### config.mk
export PLATFORM = sky130hd
export DESIGN_NAME = pcjump_unit
export DESIGN_NICKNAME = d
export VERILOG_FILES = /design/src/rtl/pcjump_pkg.sv /design/src/rtl/pcjump_rel_decode.sv /design/src/rtl/pcjump_next_addr.sv /design/src/rtl/pcjump_tbl_seq.sv /design/src/rtl/pcjump_unit.sv
export SDC_FILE = /design/constraint.sdc
export NUM_CORES = 1
export LEC_CHECK = 0
export ABC_AREA = 1
export BUFFER_PORTS_ARGS = -buffer_cell sky130_fd_sc_hd__buf_2
export CAP_MARGIN = 40
export CORE_UTILIZATION = 35
export CTS_BUF_LIST = sky130_fd_sc_hd__clkbuf_2 sky130_fd_sc_hd__clkbuf_4 sky130_fd_sc_hd__clkbuf_8
export CTS_CLUSTER_SIZE = 20
export DETAILED_ROUTE_END_ITERATION = 8
export GPL_TIMING_DRIVEN = 1
export HOLD_SLACK_MARGIN = 0.06
export MAX_ROUTING_LAYER = met4
export PLACE_DENSITY = 0.66
export SETUP_SLACK_MARGIN = 0.02
export SYNTH_ARGS = -nofsm -noshare
export SYNTH_HDL_FRONTEND = slang
export SYNTH_SLANG_ARGS = --single-unit
### constraint.sdc
create_clock -name clk -period 2.8 [get_ports clk]
set_clock_uncertainty 0.2 [all_clocks]
set_input_delay 0.84 -clock clk [delete_from_list [all_inputs] [get_ports clk]]
set_output_delay 0.84 -clock clk [all_outputs]
set_load 0.05 [all_outputs]
### src/rtl/pcjump_pkg.sv
package pcjump_pkg;

   typedef enum logic [2:0] {
      PCJ_STEP  = 3'd0,
      PCJ_REL   = 3'd1,
      PCJ_PAGE  = 3'd2,
      PCJ_LONG  = 3'd3,
      PCJ_TABLE = 3'd4
   } pcj_op_e;

   typedef enum logic [1:0] {
      TB_IDLE = 2'd0,
      TB_ADDR = 2'd1,
      TB_DATA = 2'd2
   } pcj_tbl_e;

endpackage

### src/rtl/pcjump_rel_decode.sv
module pcjump_rel_decode #(
   parameter int REL_W  = 6,
   parameter int ADDR_W = 15
) (
   input  logic [REL_W-1:0]  code,
   output logic [ADDR_W-1:0] disp,
   output logic              forbidden
);
   localparam int BIAS = (1 << (REL_W - 1)) - 1;

   if (REL_W >= ADDR_W) begin : g_bad_width
      $error("pcjump_rel_decode: REL_W must be narrower than ADDR_W");
   end

   // biased code: 0 maps to -BIAS, all ones maps to +BIAS+1
   assign disp      = ADDR_W'(code) - ADDR_W'(BIAS);
   assign forbidden = (code == REL_W'(BIAS + 1));

endmodule

### src/rtl/pcjump_next_addr.sv
module pcjump_next_addr
   import pcjump_pkg::*;
#(
   parameter int ADDR_W = 15,
   parameter int PAGE_W = 12,
   parameter int LEN_W  = 2
) (
   input  logic [ADDR_W-1:0] cur,
   input  pcj_op_e           op,
   input  logic [LEN_W-1:0]  len,
   input  logic [ADDR_W-1:0] disp,
   input  logic              forbidden,
   input  logic [ADDR_W-1:0] tgt,
   output logic [ADDR_W-1:0] nxt
);
   logic [ADDR_W-1:0] page_tgt;

   if (PAGE_W > ADDR_W || PAGE_W < 1) begin : g_bad_page
      $error("pcjump_next_addr: PAGE_W out of range");
   end

   if (PAGE_W < ADDR_W) begin : g_paged
      assign page_tgt = {cur[ADDR_W-1:PAGE_W], tgt[PAGE_W-1:0]};
   end else begin : g_flat
      assign page_tgt = tgt;
   end

   always_comb begin
      case (op)
         PCJ_STEP: nxt = cur + ADDR_W'(len);
         PCJ_REL:  nxt = forbidden ? cur + ADDR_W'(1) : cur + disp;
         PCJ_PAGE: nxt = page_tgt;
         PCJ_LONG: nxt = tgt;
         default:  nxt = cur;
      endcase
   end

endmodule

### src/rtl/pcjump_tbl_seq.sv
module pcjump_tbl_seq
   import pcjump_pkg::*;
#(
   parameter int BYTE_W = 8
) (
   input  logic              clk,
   input  logic              rst_n,
   input  logic              start,
   input  logic [BYTE_W-1:0] lo_in,
   output logic              busy,
   output logic              done,
   output logic [BYTE_W-1:0] saved_lo
);
   pcj_tbl_e state_q;

   always_ff @(posedge clk) begin
      if (!rst_n) begin
         state_q  <= TB_IDLE;
         saved_lo <= '0;
      end else begin
         case (state_q)
            TB_IDLE: if (start) begin
               state_q  <= TB_ADDR;
               saved_lo <= lo_in;
            end
            TB_ADDR: state_q <= TB_DATA;
            default: state_q <= TB_IDLE;
         endcase
      end
   end

   assign busy = (state_q != TB_IDLE);
   assign done = (state_q == TB_DATA);

endmodule

### src/rtl/pcjump_unit.sv
module pcjump_unit
   import pcjump_pkg::*;
#(
   parameter int ADDR_W = 15,
   parameter int BYTE_W = 8,
   parameter int REL_W  = 6,
   parameter int PAGE_W = 12,
   parameter int LEN_W  = 2
) (
   input  logic              clk,
   input  logic              rst_n,
   input  logic              op_valid,
   input  logic [2:0]        op_code,
   input  logic [LEN_W-1:0]  op_len,
   input  logic [REL_W-1:0]  rel_code,
   input  logic [ADDR_W-1:0] jump_tgt,
   input  logic [BYTE_W-1:0] acc_in,
   input  logic [BYTE_W-1:0] imem_rdata,
   output logic [ADDR_W-1:0] imem_addr,
   output logic [BYTE_W-1:0] pc_hi,
   output logic [BYTE_W-1:0] pc_lo,
   output logic [BYTE_W-1:0] acc_out,
   output logic              busy,
   output logic              illegal
);
   localparam int HI_W  = ADDR_W - BYTE_W;
   localparam int PAD_W = 2 * BYTE_W - ADDR_W;

   if (ADDR_W <= BYTE_W || ADDR_W >= 2 * BYTE_W) begin : g_bad_addr
      $error("pcjump_unit: ADDR_W must lie strictly between BYTE_W and 2*BYTE_W");
   end

   logic [ADDR_W-1:0] pc_q;
   logic [ADDR_W-1:0] nxt_pc;
   logic [ADDR_W-1:0] disp;
   logic [ADDR_W-1:0] restored;
   logic [BYTE_W-1:0] saved_lo;
   logic              forbidden;
   logic              accept;
   logic              tbl_start;
   logic              tbl_done;
   logic              known_op;
   pcj_op_e           op_e;

   assign op_e      = pcj_op_e'(op_code);
   assign accept    = op_valid && !busy;
   assign tbl_start = accept && (op_e == PCJ_TABLE);
   assign known_op  = (op_code <= 3'(PCJ_TABLE));

   pcjump_rel_decode #(.REL_W(REL_W), .ADDR_W(ADDR_W)) u_rel (
      .code      (rel_code),
      .disp      (disp),
      .forbidden (forbidden)
   );

   pcjump_next_addr #(.ADDR_W(ADDR_W), .PAGE_W(PAGE_W), .LEN_W(LEN_W)) u_next (
      .cur       (pc_q),
      .op        (op_e),
      .len       (op_len),
      .disp      (disp),
      .forbidden (forbidden),
      .tgt       (jump_tgt),
      .nxt       (nxt_pc)
   );

   pcjump_tbl_seq #(.BYTE_W(BYTE_W)) u_tbl (
      .clk      (clk),
      .rst_n    (rst_n),
      .start    (tbl_start),
      .lo_in    (pc_q[BYTE_W-1:0]),
      .busy     (busy),
      .done     (tbl_done),
      .saved_lo (saved_lo)
   );

   assign restored = {pc_q[ADDR_W-1:BYTE_W], saved_lo} + ADDR_W'(1);

   always_ff @(posedge clk) begin
      if (!rst_n) begin
         pc_q    <= '0;
         acc_out <= '0;
         illegal <= 1'b0;
      end else if (tbl_done) begin
         pc_q    <= restored;
         acc_out <= imem_rdata;
      end else if (accept && known_op) begin
         illegal <= (op_e == PCJ_REL) && forbidden;
         if (op_e == PCJ_TABLE) pc_q[BYTE_W-1:0] <= acc_in;
         else                   pc_q             <= nxt_pc;
      end
   end

   assign imem_addr = pc_q;
   assign pc_lo     = pc_q[BYTE_W-1:0];

   if (PAD_W > 0) begin : g_pad_hi
      assign pc_hi = {{PAD_W{1'b0}}, pc_q[ADDR_W-1:BYTE_W]};
   end else begin : g_full_hi
      assign pc_hi = pc_q[BYTE_W-1+HI_W-HI_W:0];
   end

endmodule

==> impl_results.md <==
- Status: finished, final reports clean
- Die extent in y: 95.9 microns
- Max-slew violations: 0
- P_leak: 2.18 nW
- Required time of the critical path: 2.77 ns
- Aggregate routed wire length: 9680 microns
- Die Width: 95.9 microns
- DR vias/cell: 4.92
- Total CTS buffers: 5
- Achievable frequency: 359 MHz
- CP cell instances: buf_12, inv_16, nand2_4, nor2_4, nand2_2, o22ai_2, inv_2, ha_4, fa_2, buf_6, xor2_1, o21bai_1, a21oi_1, a31oi_1, a21oi_1
- Crit path DAT: 2.76 ns
- Endpoint class of the critical path: flop
- Sink Count: 34
- DRT Pass-1 Iters: 4
- Starting density of the core: 36.8%
- Clock-pin slew on the worst setup and hold paths: 0.08 ns
- Syn Nets: 566
- First-pass GRT wire length: 15100 microns
- Setup CP Type: input pin to flop
- Cell mode on critical path: a21oi_1
- Max incr delay on CP: 0.39 ns
- TritonCTS clock tree: yes
- Initial antenna violation count: 0
- Fillers: 843
- Delay-heaviest family, CP: compound AO/OA/AOI/OAI gates
- Distinct cell type count after synthesis: 38
- Power Density: 380 nW/um^2
- Worst ir drop on vdd: 0.241 mV
- CTS root buffer: clkbuf_8
- Placed Instances: 700
- Total negative slack: 0 ns
- Vias: 3520
- Critical path buffers and inverters: 4
- RSZ-0062 raised after global routing: true
- Clock buffer depth: 2
- CP Launch Type: input pin
- DRC errors left: 0
- Final Setup Violations: 0
- Grt ovf: 0
- Vias in the first global route: 3262
- Global router's overall resource usage: 22.0%
- Syn Area/Cell: 6.14 sq um
- WHS: 0.237 ns
- Cell Area, Synth: 3090 sq um
- Input/output buffers: 84
- Seq/Total Area, Yosys: 22.1%
- Slowest stage cell, crit path: fa_2
- Num rows: 33
- Ys Warns: 0
- Dpl hpwl: 7160 microns
- Commonest non-fill, non-tap cell in the layout: nand2_1
- Synth Register Bits: 34
- HP Class: flop to flop
- Clock latency on the worst-skew pair: 0.30 ns
- Tcrit/Tclk final: 99.5%
- Layout Nets: 672
- Avg WL per Cell: 13.5 microns
- Die area: 9200 sq um
- Detailed router's first-iteration violation count: 124
- Placer Congestion: 1.04
- Post-route minimum period: 2.79 ns
- Largest net degree at the start of global routing: 22
- Layout cell share with drive strength beyond 1: 38.4%
- Crit path max fanout: 4
- # diodes: 0
- Post-route ant nets: 0
- H-tree lvl count: 2
- Hold violation count in the final report: 0
- Filler-free cell count of the finished design: 715
- Most frequent cells in the layout: nand2_1, buf_2, inv_1, nor2_1, o21ai_0
- Maxcap violations: 0
- Synth Instances: 503
- Core ar.: 8380 sq um
- Total I/O pin count: 86
- Area Growth Syn to Fin: 42.1%
## cell type report
cell class,instances,area [sq um],share of cell area (%)
timing repair buffer,127,792,18.1
sequential,34,681,15.5
inverter,69,283,6.45
multi-input combinational,372,2360,53.8
clock buffer,5,68.8,1.57
clock inverter,3,68.8,1.57
tap,105,131,3.00
## worst register-to-register path: stages, from the launching register on
cell,delay [ns]
dfxtp_1,0.37
ha_4,0.19
fa_2,0.39
buf_6,0.14
xor2_1,0.13
o21bai_1,0.16
a21oi_1,0.09
a31oi_1,0.14
a21oi_1,0.08
## registers in the layout (all words and copies together) (netlist names)
register	flops
illegal	1
u_tbl.saved_lo	8
imem_addr	15
u_tbl.state_q	2
acc_out	8
## path summary, 6_finish.rpt
path | start | endpoint | slack [ns] | depth (start not counted)
min reg2reg | u_tbl.state_q[1] | u_tbl.state_q[1] | 0.24 | 1
max reg2reg | imem_addr[0] | imem_addr[2] | 0.77 | 8
max | op_code[2] | imem_addr[2] | 0.01 | 15
min | u_tbl.state_q[1] | u_tbl.state_q[1] | 0.24 | 1
## where the power goes
part	switching [W]	total, W	internal, W
Combinational	0.000344	0.000559	0.000216
Clock	0.000196	0.000552	0.000357
Sequential	0.0000465	0.000553	0.000507
## logic make-up after synthesis
family                     Yosys count  share of synthesized area [%]
AOI/OAI and AO/OA                   95                           16.8
xor gates and xnor gates            10                           2.84
other                                1                          0.121
DFF                                 34                           22.1
adders and majority gates           18                           7.54
buffers and inverters               97                           14.6
and+or+nand+nor                    248                           36.0
## routing by layer
layer,vias up,part of all wire [%],global-route usage (%)
met3,9,4.3,4.11
li1,1815,-,-
met5,-,0,-
met2,99,48,36.6
met4,0,1.2,4.23
met1,1597,47,28.0
## synthesized netlist by cell type
cell type / instances / share of area (%)
nand2_1: 124 / 15
inv_1: 67 / 8.1
nor2_1: 52 / 6.3
o21ai_0: 40 / 6.5
a21oi_1: 35 / 5.7
dfxtp_1: 34 / 22
nand3_1: 32 / 5.2
buf_4: 20 / 4.9
ha_1: 17 / 6.9
nor2_2: 8 / 1.6
xor2_1: 7 / 2.0
nand3_2: 6 / 1.9
nand4_1: 5 / 1.0
a31oi_1: 4 / 0.81
clkbuf_1: 4 / 0.49
nor3_1: 4 / 0.65
o21ai_1: 4 / 0.65
o21bai_1: 4 / 0.97
buf_2: 3 / 0.49
nand2_2: 3 / 0.61
nand3b_1: 3 / 0.73
or2_2: 3 / 0.61
xnor2_1: 3 / 0.85
and2_1: 2 / 0.41
inv_2: 2 / 0.24
nor2_4: 2 / 0.73
nor3_2: 2 / 0.65
o211ai_1: 2 / 0.49
o22ai_1: 2 / 0.41
a211oi_1: 1 / 0.24
a21oi_2: 1 / 0.28
buf_6: 1 / 0.36
conb_1: 1 / 0.12
fa_1: 1 / 0.65
o21ai_2: 1 / 0.28
o21ai_4: 1 / 0.53
or2_0: 1 / 0.20
or2_4: 1 / 0.28
## through the flow
stage	area (sq um)	util (%)	total power [W]	worst slack [ns]
6_report	4390	52.3	0.00167	0.0131
3_3_place_gp	3770	45.0	0.00104	-0.337
2_1_floorplan	3140	-	0.000897	-0.0650
3_5_place_dp	3770	45.0	0.00104	-0.391
4_1_cts	4020	48.0	0.00162	0.0105
5_1_grt	4390	52.3	0.00176	-0.104
## what timing repair did
item / CTS / global route
pin swaps: 4 / 38
cloned: 0 / 0
resized for setup: 15 / 72
hold buffers: 0 / 0
endpoints found under the setup margin: 10 / 13
setup buffers: 2 / 5
No activity file was read; power rests on OpenSTA's default activity.
